### config.mk
export PLATFORM = sky130hd
export DESIGN_NAME = pause_bit_modulator
export DESIGN_NICKNAME = d
export VERILOG_FILES = /design/src/rtl/pbm_pkg.sv /design/src/rtl/pbm_timebase.sv /design/src/rtl/pbm_gap_guard.sv /design/src/rtl/pbm_sequencer.sv /design/src/rtl/pause_bit_modulator.sv
export SDC_FILE = /design/constraint.sdc
export NUM_CORES = 1
export LEC_CHECK = 0
export BUFFER_PORTS_ARGS = -buffer_cell sky130_fd_sc_hd__buf_2
export CORE_UTILIZATION = 50
export DETAILED_ROUTE_END_ITERATION = 10
export GPL_TIMING_DRIVEN = 0
export PLACE_DENSITY = 0.7
export SYNTH_ARGS = -nofsm -noshare
export SYNTH_HDL_FRONTEND = slang
export SYNTH_HIERARCHICAL = 1
export SYNTH_SLANG_ARGS = --single-unit
### constraint.sdc
create_clock -name clk -period 6.2 [get_ports clk]
set_input_delay 1.24 -clock clk [delete_from_list [all_inputs] [get_ports clk]]
set_output_delay 1.24 -clock clk [all_outputs]
set_load 0.02 [all_outputs]
### src/rtl/pbm_pkg.sv
package pbm_pkg;

  typedef enum logic [2:0] {
    ST_IDLE  = 3'd0,
    ST_GAP   = 3'd1,
    ST_PAUSE = 3'd2,
    ST_MARK  = 3'd3,
    ST_TAIL  = 3'd4
  } pbm_state_e;

endpackage

### src/rtl/pbm_timebase.sv
module pbm_timebase #(
  parameter int TS_W = 32
) (
  input  logic            clk,
  input  logic            rst_n,
  input  logic            tick_en_i,
  input  logic            frame_end_i,
  output logic [TS_W-1:0] eof_ts_o
);

  logic [TS_W-1:0] tick_cnt_q, tick_cnt_d;
  logic [TS_W-1:0] eof_q, eof_d;

  always_comb begin
    tick_cnt_d = tick_cnt_q;
    eof_d      = eof_q;
    if (tick_en_i) begin
      tick_cnt_d = tick_cnt_q + TS_W'(1);
    end
    if (frame_end_i) begin
      eof_d = tick_cnt_q;
    end
  end

  always_ff @(posedge clk or negedge rst_n) begin
    if (!rst_n) begin
      tick_cnt_q <= '0;
      eof_q      <= '0;
    end else begin
      tick_cnt_q <= tick_cnt_d;
      eof_q      <= eof_d;
    end
  end

  assign eof_ts_o = eof_q;

  AST_STAMP_ON_END: assert property (@(posedge clk) disable iff (!rst_n)
    !$stable(eof_q) |-> $past(frame_end_i));

endmodule

### src/rtl/pbm_gap_guard.sv
module pbm_gap_guard #(
  parameter int TICK_GAP = 330
) (
  input  logic clk,
  input  logic rst_n,
  input  logic tick_en_i,
  input  logic frame_end_i,
  output logic gap_ok_o
);

  localparam int GAP_W = (TICK_GAP > 2) ? $clog2(TICK_GAP) : 1;
  localparam logic [GAP_W-1:0] SAT = GAP_W'(TICK_GAP - 1);

  logic [GAP_W-1:0] since_q, since_d;

  always_comb begin
    since_d = since_q;
    if (frame_end_i) begin
      since_d = '0;
    end else if (tick_en_i && (since_q != SAT)) begin
      since_d = since_q + GAP_W'(1);
    end
  end

  always_ff @(posedge clk or negedge rst_n) begin
    if (!rst_n) begin
      since_q <= SAT;
    end else begin
      since_q <= since_d;
    end
  end

  assign gap_ok_o = (since_q == SAT);

  AST_GAP_REARM: assert property (@(posedge clk) disable iff (!rst_n)
    frame_end_i |=> !gap_ok_o);

endmodule

### src/rtl/pbm_sequencer.sv
module pbm_sequencer
  import pbm_pkg::*;
#(
  parameter int MAX_BITS   = 32,
  parameter int TICK_PAUSE = 30,
  parameter int TICK_ONE   = 150,
  parameter int TICK_ZERO  = 90
) (
  input  logic                         clk,
  input  logic                         rst_n,
  input  logic                         tick_en_i,
  input  logic                         start_i,
  input  logic [MAX_BITS-1:0]          frame_i,
  input  logic [$clog2(MAX_BITS+1)-1:0] nbits_i,
  input  logic                         ks_bit_i,
  input  logic                         gap_ok_i,
  output logic                         carrier_o,
  output logic                         ks_adv_o,
  output logic                         done_o,
  output logic                         frame_end_o
);

  localparam int NB_W      = $clog2(MAX_BITS + 1);
  localparam int IDX_W     = (MAX_BITS > 1) ? $clog2(MAX_BITS) : 1;
  localparam int CNT_W     = $clog2(TICK_ONE);
  localparam int MARK_ONE  = TICK_ONE - TICK_PAUSE;
  localparam int MARK_ZERO = TICK_ZERO - TICK_PAUSE;

  pbm_state_e          state_q, state_d;
  logic [CNT_W-1:0]    cnt_q, cnt_d;
  logic [IDX_W-1:0]    idx_q, idx_d;
  logic [NB_W-1:0]     nbits_q, nbits_d;
  logic [MAX_BITS-1:0] frame_q, frame_d;
  logic                bit_q, bit_d;
  logic                carrier_q, carrier_d;
  logic                adv_q, adv_d;
  logic                done_q, done_d;
  logic                end_now;
  logic                pause_last;
  logic                mark_last;
  logic                bit_last;
  logic [NB_W-1:0]     nbits_clamped;

  assign nbits_clamped = (nbits_i > NB_W'(MAX_BITS)) ? NB_W'(MAX_BITS) : nbits_i;
  assign pause_last    = (cnt_q == CNT_W'(TICK_PAUSE - 1));
  assign mark_last     = bit_q ? (cnt_q == CNT_W'(MARK_ONE - 1))
                               : (cnt_q == CNT_W'(MARK_ZERO - 1));
  assign bit_last      = ((NB_W'(idx_q) + NB_W'(1)) == nbits_q);

  always_comb begin
    state_d   = state_q;
    cnt_d     = cnt_q;
    idx_d     = idx_q;
    nbits_d   = nbits_q;
    frame_d   = frame_q;
    bit_d     = bit_q;
    carrier_d = carrier_q;
    adv_d     = 1'b0;
    done_d    = 1'b0;
    end_now   = 1'b0;
    unique case (state_q)
      ST_IDLE: begin
        carrier_d = 1'b1;
        if (start_i) begin
          frame_d = frame_i;
          nbits_d = nbits_clamped;
          idx_d   = '0;
          cnt_d   = '0;
          state_d = ST_GAP;
        end
      end
      ST_GAP: begin
        if (tick_en_i && gap_ok_i) begin
          cnt_d     = '0;
          carrier_d = 1'b0;
          state_d   = (nbits_q == '0) ? ST_TAIL : ST_PAUSE;
        end
      end
      ST_PAUSE: begin
        if (tick_en_i) begin
          if (pause_last) begin
            cnt_d     = '0;
            bit_d     = frame_q[idx_q] ^ ks_bit_i;
            carrier_d = 1'b1;
            state_d   = ST_MARK;
          end else begin
            cnt_d = cnt_q + CNT_W'(1);
          end
        end
      end
      ST_MARK: begin
        if (tick_en_i) begin
          if (mark_last) begin
            cnt_d     = '0;
            adv_d     = 1'b1;
            carrier_d = 1'b0;
            if (bit_last) begin
              state_d = ST_TAIL;
            end else begin
              idx_d   = idx_q + IDX_W'(1);
              state_d = ST_PAUSE;
            end
          end else begin
            cnt_d = cnt_q + CNT_W'(1);
          end
        end
      end
      ST_TAIL: begin
        if (tick_en_i) begin
          if (pause_last) begin
            cnt_d     = '0;
            carrier_d = 1'b1;
            done_d    = 1'b1;
            end_now   = 1'b1;
            state_d   = ST_IDLE;
          end else begin
            cnt_d = cnt_q + CNT_W'(1);
          end
        end
      end
      default: begin
        state_d   = ST_IDLE;
        carrier_d = 1'b1;
      end
    endcase
  end

  always_ff @(posedge clk or negedge rst_n) begin
    if (!rst_n) begin
      state_q   <= ST_IDLE;
      cnt_q     <= '0;
      idx_q     <= '0;
      nbits_q   <= '0;
      frame_q   <= '0;
      bit_q     <= 1'b0;
      carrier_q <= 1'b1;
      adv_q     <= 1'b0;
      done_q    <= 1'b0;
    end else begin
      state_q   <= state_d;
      cnt_q     <= cnt_d;
      idx_q     <= idx_d;
      nbits_q   <= nbits_d;
      frame_q   <= frame_d;
      bit_q     <= bit_d;
      carrier_q <= carrier_d;
      adv_q     <= adv_d;
      done_q    <= done_d;
    end
  end

  assign carrier_o   = carrier_q;
  assign ks_adv_o    = adv_q;
  assign done_o      = done_q;
  assign frame_end_o = end_now;

  AST_LINE_ON_TICK: assert property (@(posedge clk) disable iff (!rst_n)
    !$stable(carrier_q) |-> $past(tick_en_i));

  AST_ADV_SINGLE: assert property (@(posedge clk) disable iff (!rst_n)
    adv_q |=> !adv_q);

  AST_BUSY_HOLDS: assert property (@(posedge clk) disable iff (!rst_n)
    (state_q != ST_IDLE && start_i) |=> $stable(frame_q) && $stable(nbits_q));

  AST_CNT_BOUND: assert property (@(posedge clk) disable iff (!rst_n)
    cnt_q < CNT_W'(MARK_ONE));

  AST_IDX_BOUND: assert property (@(posedge clk) disable iff (!rst_n)
    (state_q == ST_MARK) |-> (NB_W'(idx_q) < nbits_q));

endmodule

### src/rtl/pause_bit_modulator.sv
module pause_bit_modulator #(
  parameter int MAX_BITS   = 32,
  parameter int TICK_PAUSE = 30,
  parameter int TICK_ONE   = 150,
  parameter int TICK_ZERO  = 90,
  parameter int TICK_GAP   = 330,
  parameter int TS_W       = 32
) (
  input  logic                          clk,
  input  logic                          rst_n,
  input  logic                          tick_en_i,
  input  logic                          start_i,
  input  logic [MAX_BITS-1:0]           frame_i,
  input  logic [$clog2(MAX_BITS+1)-1:0] nbits_i,
  input  logic                          ks_bit_i,
  output logic                          carrier_o,
  output logic                          ks_adv_o,
  output logic                          done_o,
  output logic [TS_W-1:0]               eof_ts_o
);

  logic gap_ok;
  logic frame_end;

  pbm_sequencer #(
    .MAX_BITS  (MAX_BITS),
    .TICK_PAUSE(TICK_PAUSE),
    .TICK_ONE  (TICK_ONE),
    .TICK_ZERO (TICK_ZERO)
  ) u_seq (
    .clk        (clk),
    .rst_n      (rst_n),
    .tick_en_i  (tick_en_i),
    .start_i    (start_i),
    .frame_i    (frame_i),
    .nbits_i    (nbits_i),
    .ks_bit_i   (ks_bit_i),
    .gap_ok_i   (gap_ok),
    .carrier_o  (carrier_o),
    .ks_adv_o   (ks_adv_o),
    .done_o     (done_o),
    .frame_end_o(frame_end)
  );

  pbm_gap_guard #(
    .TICK_GAP(TICK_GAP)
  ) u_gap (
    .clk        (clk),
    .rst_n      (rst_n),
    .tick_en_i  (tick_en_i),
    .frame_end_i(frame_end),
    .gap_ok_o   (gap_ok)
  );

  pbm_timebase #(
    .TS_W(TS_W)
  ) u_tb (
    .clk        (clk),
    .rst_n      (rst_n),
    .tick_en_i  (tick_en_i),
    .frame_end_i(frame_end),
    .eof_ts_o   (eof_ts_o)
  );

  AST_DONE_LINE_HIGH: assert property (@(posedge clk) disable iff (!rst_n)
    done_o |-> carrier_o);

  AST_DONE_SINGLE: assert property (@(posedge clk) disable iff (!rst_n)
    done_o |=> !done_o);

endmodule

* Word level (Yosys, flattened, before mapping)
Index checks and enable logic that the tools add are counted.
** Operators by class
- Add/sub/neg operators :: 5
- Order comparisons :: 2
- Equality and inequality tests :: 21
- Mux-type cells :: 41
- Bitwise logic cells :: 1
- Reductions and logical operators :: 14
** Operator list (count)
- $mux W8 :: 6
- $add A32 B1 Y32 const B :: 1
- $pmux W8 S4 :: 1
- $mux W3 :: 10
- $mux W5 :: 4
- $mux W9 :: 2
- $pmux W3 S5 :: 1
- $reduce_and A5 Y1 :: 3
- $mux W1 :: 13
- $ne A2 B1 Y1 const B :: 6
- $ne A2 B2 Y1 const B :: 5
- $pmux W5 S2 :: 1
- $add A9 B1 Y9 const B :: 1
- $eq A9 B9 Y1 const B :: 1
- $ne A9 B9 Y1 const B :: 1
- $add A8 B1 Y8 const B :: 1
- $eq A8 B5 Y1 const B :: 1
- $eq A8 B6 Y1 const B :: 1
- $eq A8 B7 Y1 const B :: 1
- $reduce_and A8 Y1 :: 1
- $add A5 B1 Y6 const B :: 1
- $eq A3 B2 Y1 const B :: 2
- $eq A6 B6 Y1 :: 1
- $gt A6 B6 Y1 const B :: 1
- 16 further kinds :: 18
** Storage, ports and cells
- Register bits after elaboration :: 131
- Input bits :: 43
- Output and inout port bits :: 35
- Logic and storage cells :: 96

* Depth between registers and ports, before layout
Gate-level depths: netlist of the first run.
- Word-level depth :: 6
- Gate-level depth with buffers :: 11
- Depth with buffers taken out :: 10

* Modules after synthesis
The synthesis of the first run kept the hierarchy.
** Modules (own cells, without submodules)
- pbm_sequencer :: times used 1, cells an instance 329, area an instance 3065.4 sq um, sequential area each 1452.6 sq um
- pbm_timebase :: times used 1, cells an instance 197, area an instance 2673.8 sq um, sequential area each 1601.5 sq um
- pbm_gap_guard :: times used 1, cells an instance 51, area an instance 503.0 sq um, sequential area each 230.2 sq um

* Least setup slack after synthesis of the first run
Ideal clock, no wire load.
- Kind :: input-to-reg
- Start point :: input port tick_en_i
- End point :: register u_tb.eof_q[10] (netlist: u_tb/eof_ts_o[10])
- Setup time :: 0.125 ns
- Arrival :: 2.355 ns
- Required time :: 6.075 ns
- Path slack :: 3.721 ns
- Stages :: 4
- Buffers on the path :: 2
- Path through :: and4_1 > clkbuf_1 > buf_1 > mux2_2
** Between the ends
- Longest elaborated chain between the ends :: 2
** Ends and longest elaborated chain
- start: declaration :: line pause_bit_modulator.sv:11 : input logic tick_en_i,
- $mux W1 :: line pbm_sequencer.sv:109 : if (tick_en_i) begin
- $mux W1 :: line pbm_sequencer.sv:61 : unique case (state_q)
- end signal: assignment :: line pbm_timebase.sv:31 : eof_q <= eof_d;
- end: declaration :: line pbm_timebase.sv:12 : logic [TS_W-1:0] eof_q, eof_d;
No other way between the ends.
A chain may end at the register's enable or synchronous reset.

* Final worst setup path of the first run
- Start point :: input port tick_en_i
- End point :: register u_tb.eof_q[6] (netlist: u_tb/eof_ts_o[6])
** Between the ends
- Longest elaborated chain between the ends :: 2
** Ends and longest elaborated chain
- $mux W1 :: line pbm_sequencer.sv:109
- $mux W1 :: line pbm_sequencer.sv:61
- net frame_end :: line pause_bit_modulator.sv:23 : logic frame_end;
The timed path passes the listed nets, and every way through them passes these cells.

==> results.yml, run 1 <==
sta:
  slew_headroom_pct: 55.9
  hold_viol: 0
  setup_tns_ps: 0
  max_freq_ghz: 0.343
  rsz0062_at_grt: "false"
  layout_min_cycle_time_ps: 2910
  setup_violations: 0
  tightest_slew_ps: 661
  drv_slew: 0
  fin_crit_sh_pct: 47.0
  clock_skew_ps: 13.3
  hold_ws_ps: 466
clocking:
  cts_setup_buffers: 0
  cts_max_level: 4
  clock_latency_ps: 420
  path_clk_slew_ps: 50
  ctsHoldBuffers: 0
  cts_root_buffer: "clkbuf_16"
  numCtsBuffers: 17
  cts_buffer_depth: 2
  cts-resized-gates: 0
  tritoncts: "done"
  cts_sinks: 131
setup_path:
  rrSetupSlack_ps: 3610
  rr_worst_depth: 6
  crit_path_top_delay_cell: "buf_1"
  reg2reg_to: "u_tb/eof_ts_o[6]"
  required_ps: 6500
  cp.arrival_ps: 3210
  critPathCaptureType: "flop"
  cp_max_fo: 21
  path_cells: "buf_2 -> and4_1 -> clkbuf_1 -> buf_1 -> mux2_2"
  cpPeakStageDelay_ps: 500
  r2r-start: "u_seq/state_q[2]"
  critPathLaunchType: "input pin"
  crit_type: "input pin to flop"
pwr:
  power.density_nw_per_um2: 381
  leakage_nw: 3.69
  vdd_ir_drop_max_uv: 244
detailed_routing:
  drt_iter0_markers: 276
  first_pass_iters: 5
  drcViolationCount: 0
  vias_per_cell: 5.30
  wl_per_cell_um: 14.8
  vias: 4535
  wl_um: 12600
  drtAntennaViolNets: 0
hold_path:
  holdPathStages: 1
  holdPathEnd: "u_tb/tick_cnt_q[31]"
  worstHoldStart: "u_tb/tick_cnt_q[31]"
  hp-class: "flop to flop"
global_route:
  gr-usage-all-layers_pct: 22.1
  grt_pass1_vias: 4434
  grt_max_degree: 94
  grt_overflow: 0
  antenna_found_initial: 0
  grt_pass1_wl_um: 22000
placement:
  hpwlAfterDp_um: 8940
  place.gp.congestion: 0.822
  numPortBuffers: 77
logic_synthesis:
  synth_mux_area_share_pct: 10.9
  ys_ff_latch: 131
  yosys_warnings: 6
  yosysSeqAreaShare_pct: 52.6
  syn-cell-area_um2: 6240
  synth_simple_gate_area_share_pct: 20.8
  yosys_most_used_dff: "dfrtp_1"
  synth-xor-area-share_pct: 6.88
  postSynthNetCount: 626
  synth_compound_area_share_pct: 5.09
  synth-edff-count: 0
  synth_top_family_by_area: "simple AND/OR/NAND/NOR gates"
  postSynthCellCount: 577
  syn_avg_cell_area_um2: 10.8
  synth_cell_types: 64
  synth-async-reset-ratio_pct: 100
  synth_fa_ha_area_share_pct: 1.20
status:
  status: "finished clean"
die:
  die_area_um2: 12900
  core_area_um2: 12100
  io_pins: 78
  die_y_um: 114
  die_w_um: 114
  start_util_pct: 51.5
  num_rows: 40
layout:
  diodes: 0
  nNetsFinal: 723
  area_growth_pct: 19.2
  drive_gt1_share_pct: 25.3
  postLayoutCoreUtil_pct: 61.4
  num-fill-cells: 1044
run:
  cap_violations: 0
## layout make-up
class | count | area [um^2] | share of cell area [%]
flip-flops and latches | 131 | 3280 | 44.1
inverters | 14 | 52.6 | 0.706
clock inverters | 5 | 77.6 | 1.04
clock buffers | 27 | 493 | 6.62
plain buffers | 23 | 100 | 1.34
repair buffers | 78 | 419 | 5.63
well taps | 168 | 210 | 2.82
multi-input cells | 409 | 2810 | 37.7
## registers in the layout, summed over array words and instances (netlist names)
name and count:
u_seq/frame_q 32, u_tb/eof_ts_o 32, u_tb/tick_cnt_q 32, u_gap/since_q 9
u_seq/cnt_q 8, u_seq/nbits_q 6, u_seq/idx_q 5, u_seq/state_q 3
u_seq/bit_q 1, u_seq/carrier_o 1, u_seq/done_o 1, u_seq/ks_adv_o 1
## kinds of logic (layout without fill, tap and decap cells)
kind of cell	count (synthesis)	after routing
AOI/OAI and AO/OA	43	43
xor gates and xnor gates	49	49
adders and majority gates	6	6
buffers and inverters	37	147
DFF	131	131
muxes	53	53
and+or+nand+nor	258	258
## layout by cell type, fill, tap and decap left out, types with 5 or more instances in the layout
cell type	count
mux2i_1	9
inv_1	14
nor2_1	26
dfstp_2	5
mux4_2	6
nor3_1	9
xnor2_1	23
buf_2	81
o21ai_0	9
dfrtp_1	126
xor2_1	26
nand3_1	11
nand3b_1	7
clkbuf_1	19
and3_1	10
a21oi_1	7
clkbuf_16	17
nor4_1	6
mux2_2	36
and4_1	5
ha_1	6
buf_1	5
nand4_1	14
nand2_1	137
## through the flow
stage               instances  cell area [um^2]  worst slack (ps)  total power [mW]
finish                    855              7440              3290              2.84
global route              855              7440              3130              3.01
CTS                       855              7440              3280              2.86
detailed placement        823              6870              2810              1.88
global placement          822              6840              2210              1.83
floorplan                 577              6240              3720              1.69
## worst max-delay path: cells and delay by family
kind	cells	cell delay, ps
buffers and inverters	3	1190
muxes	1	400
and+or+nand+nor	1	370
## how the worst max path moves through the flow
stage	cells past startpoint	slack, ps	from	to
2_1_floorplan	4	3720	tick_en_i	u_tb/eof_ts_o[10]
4_1_cts	5	3280	tick_en_i	u_tb/eof_ts_o[14]
3_5_place_dp	5	2810	tick_en_i	u_tb/eof_ts_o[14]
3_3_place_gp	1	2210	rst_n	u_tb/eof_ts_o[16]
6_report	5	3290	tick_en_i	u_tb/eof_ts_o[6]
5_1_grt	5	3130	tick_en_i	u_tb/eof_ts_o[14]
## routing by layer
metal  vias up  share of wire [%]  global-route usage, %
met5         -                  0                      0
met4         0                1.6                   9.82
met3        17                4.0                   5.10
met2        92                 48                   33.6
met1      2225                 47                   30.3
li1       2201                  -                      -
## power by group
| part | internal, mW | switching [mW] |
|---|---|---|
| Sequential | 1.05 | 0.160 |
| Combinational | 0.285 | 0.376 |
| Clock | 0.622 | 0.342 |
## synth_stat cells, types with 6 or more instances
master,n,area [um^2]
a21oi_1,7,35.0
and3_1,10,62.6
clkbuf_1,12,45.0
dfrtp_1,126,3150
ha_1,6,75.1
inv_1,14,52.6
mux2_2,36,405
mux2i_1,9,90.1
mux4_2,6,135
nand2_1,137,514
nand3_1,11,55.1
nand3b_1,7,52.6
nand4_1,14,87.6
nor2_1,26,97.6
nor3_1,9,45.0
nor4_1,6,37.5
o21ai_0,9,45.0
xnor2_1,23,201
xor2_1,26,228
(Power assumes the default switching activity.)
==> run 2: changes to the inputs <==
--- a/config.mk
+++ b/config.mk
@@ -9,7 +9,7 @@
 export CORE_UTILIZATION = 50
 export DETAILED_ROUTE_END_ITERATION = 10
 export GPL_TIMING_DRIVEN = 0
-export PLACE_DENSITY = 0.7
+export PLACE_DENSITY = 0.73
 export SYNTH_ARGS = -nofsm -noshare
 export SYNTH_HDL_FRONTEND = slang
 export SYNTH_HIERARCHICAL = 1
==> constraint.sdc (replaced) <==
create_clock -name clk -period 2.35 [get_ports clk]
set_input_delay 0.47 -clock clk [delete_from_list [all_inputs] [get_ports clk]]
set_output_delay 0.47 -clock clk [all_outputs]
set_load 0.02 [all_outputs]
==> run 2 against run 1 <==
  * Critical path depth grew 3
  * Combinational power rose to 2.8 times the previous value
  * First-iteration DRC count decreased by 13%
  * Core utilization up 0.75 points
  * Global-route usage fell by 0.61 points
  * Power rose to 2.7 times the previous value
  * Via count rose by 1.8%
  * Die area did not move
  * Final area grew 1.2%
  * Critical path type is now flop to flop
  * Non-clock buffer count increased by 5
  * Sequential cell count is the same
  * Largest power group unchanged
==> results.yml, run 2 (synthesized netlist as in run 1, its figures left out) <==
detailed_routing:
  wl_met1_um: 5850
  drcViolationCount: 0
  wl_met3_um: 598
  vias_per_cell: 5.37
  drtAntennaViolNets: 0
  wl_met2_um: 6010
  wl_um: 12800
  drt_iter0_markers: 241
  dr.max_layer_used: "met4"
  first_pass_iters: 4
  vias: 4615
  wl_per_cell_um: 14.8
run:
  cap_violations: 0
setup_path:
  crit_type: "flop to flop"
  cp_max_fo: 8
  required_ps: 2700
  critPathCaptureType: "flop"
  cp.arrival_ps: 2630
  critPathLaunchType: "flop"
placement:
  hpwlAfterDp_um: 8750
  place.gp.congestion: 0.797
  detailed_place.area_um2: 6870
  numPortBuffers: 77
  dp.cells: 823
  place_ws_ps: -300
die:
  die_area_um2: 12900
  core_area_um2: 12100
  start_util_pct: 51.5
  die_y_um: 114
  die_w_um: 114
  num_rows: 40
  io_pins: 78
sta:
  setup_violations: 0
  fin_ws_ps: 65.3
  clock_skew_ps: 13.2
  tightest_slew_ps: 564
  layout_min_cycle_time_ps: 2280
  max_freq_ghz: 0.438
  hold_ws_ps: 15.7
  drv_slew: 0
  fin_crit_sh_pct: 97.2
  rsz0062_at_grt: "true"
  hold_viol: 0
  slew_headroom_pct: 62.4
pwr:
  clkPwrFrac_pct: 33.3
  power.density_nw_per_um2: 1010
  comb_power_share_pct: 24.7
  p_seq_share_pct: 42.0
  p_switching_mw: 2.40
  netSwitchingFraction_pct: 31.5
  vdd_ir_drop_max_uv: 656
  p_total_mw: 7.61
  leakage_nw: 3.75
  p_int_mw: 5.22
clocking:
  cts_max_level: 4
  cts_root_buffer: "clkbuf_16"
  tritoncts: "done"
  ctsHoldBuffers: 0
  path_clk_slew_ps: 50
  numCtsBuffers: 17
  cts_sinks: 131
  clock_latency_ps: 430
  cts_buffer_depth: 2
hold_path:
  hp-class: "input pin to asynchronous set/reset pin"
layout:
  fin_area_um2: 7530
  area_growth_pct: 20.7
  drive_gt1_share_pct: 27.7
  layout_common_cells: "nand2_1, dfrtp_1, buf_2"
  layout_commonest_cell: "nand2_1"
  nNetsFinal: 728
  diodes: 0
  final_cells: 860
global_route:
  grt_overflow: 0
  grt_pass1_wl_um: 21200
  antenna_found_initial: 0
  grt_pass1_vias: 4513
  gr-usage-all-layers_pct: 21.4
  grt_max_degree: 74
status:
  status: "finished clean"
-- run 2: power groups by stage --
| stage | clock network, mW | registers (mW) | logic (mW) |
|---|---|---|---|
| 2_1_floorplan | 0 | 3.12 | 1.33 |
| 3_3_place_gp | 0 | 3.19 | 1.64 |
| 3_5_place_dp | 0 | 3.23 | 1.73 |
| 4_1_cts | 2.59 | 3.20 | 1.78 |
| 5_1_grt | 2.70 | 3.27 | 2.11 |
| 6_report | 2.54 | 3.20 | 1.88 |
-- run 2: through the flow --
stage               utilization [%]  TNS [ps]
floorplan                         -         0
global placement               56.5   -110350
detailed placement             56.7     -7980
CTS                            61.6         0
global route                   62.2     -65.3
finish                         62.2         0
-- run 2: final timing paths --
path	slack (ps)	to	cells past startpoint	start
worst max-delay path	70	u_seq/cnt_q[7]	8	u_gap/since_q[3]
worst min-delay path	20	u_tb/tick_cnt_q[29]	1	rst_n
worst max register to register	70	u_seq/cnt_q[7]	8	u_gap/since_q[3]
worst min register to register	470	u_seq/frame_q[21]	2	u_seq/frame_q[21]
max in group asynchronous	1580	u_seq/idx_q[0]	2	rst_n
min in group clk	240	u_seq/frame_q[7]	3	frame_i[7]
-- run 2: critical path, stage by stage, from the launching register on --
cell and delay (ps):
dfstp_2 560, or4b_4 520, nor2_4 150, a21oi_2 70
o32ai_2 310, buf_4 210, nand4_1 110, xor2_1 180
nor2_1 110
-- run 2: routing by layer --
metal,GRT usage [%],up-vias
met4,11.3,0
li1,-,2206
met1,28.0,2264
met3,5.37,27
met5,0,-
met2,33.2,118
-- run 2: final cells by class --
class,count,area [um^2]
clock inverter,8,101
buffer,22,105
timing repair buffer,84,464
inverter,14,52.6
sequential,131,3290
tap,168,210
multi-input combinational,409,2840
clock buffer,24,472
fill,973,4580
-- run 2: timing repair --
action / in CTS / in global routing
buffers inserted: 0 / 6
pin swaps: 1 / 7
endpoints found under the setup margin: 36 / 27
resized for setup: 8 / 8
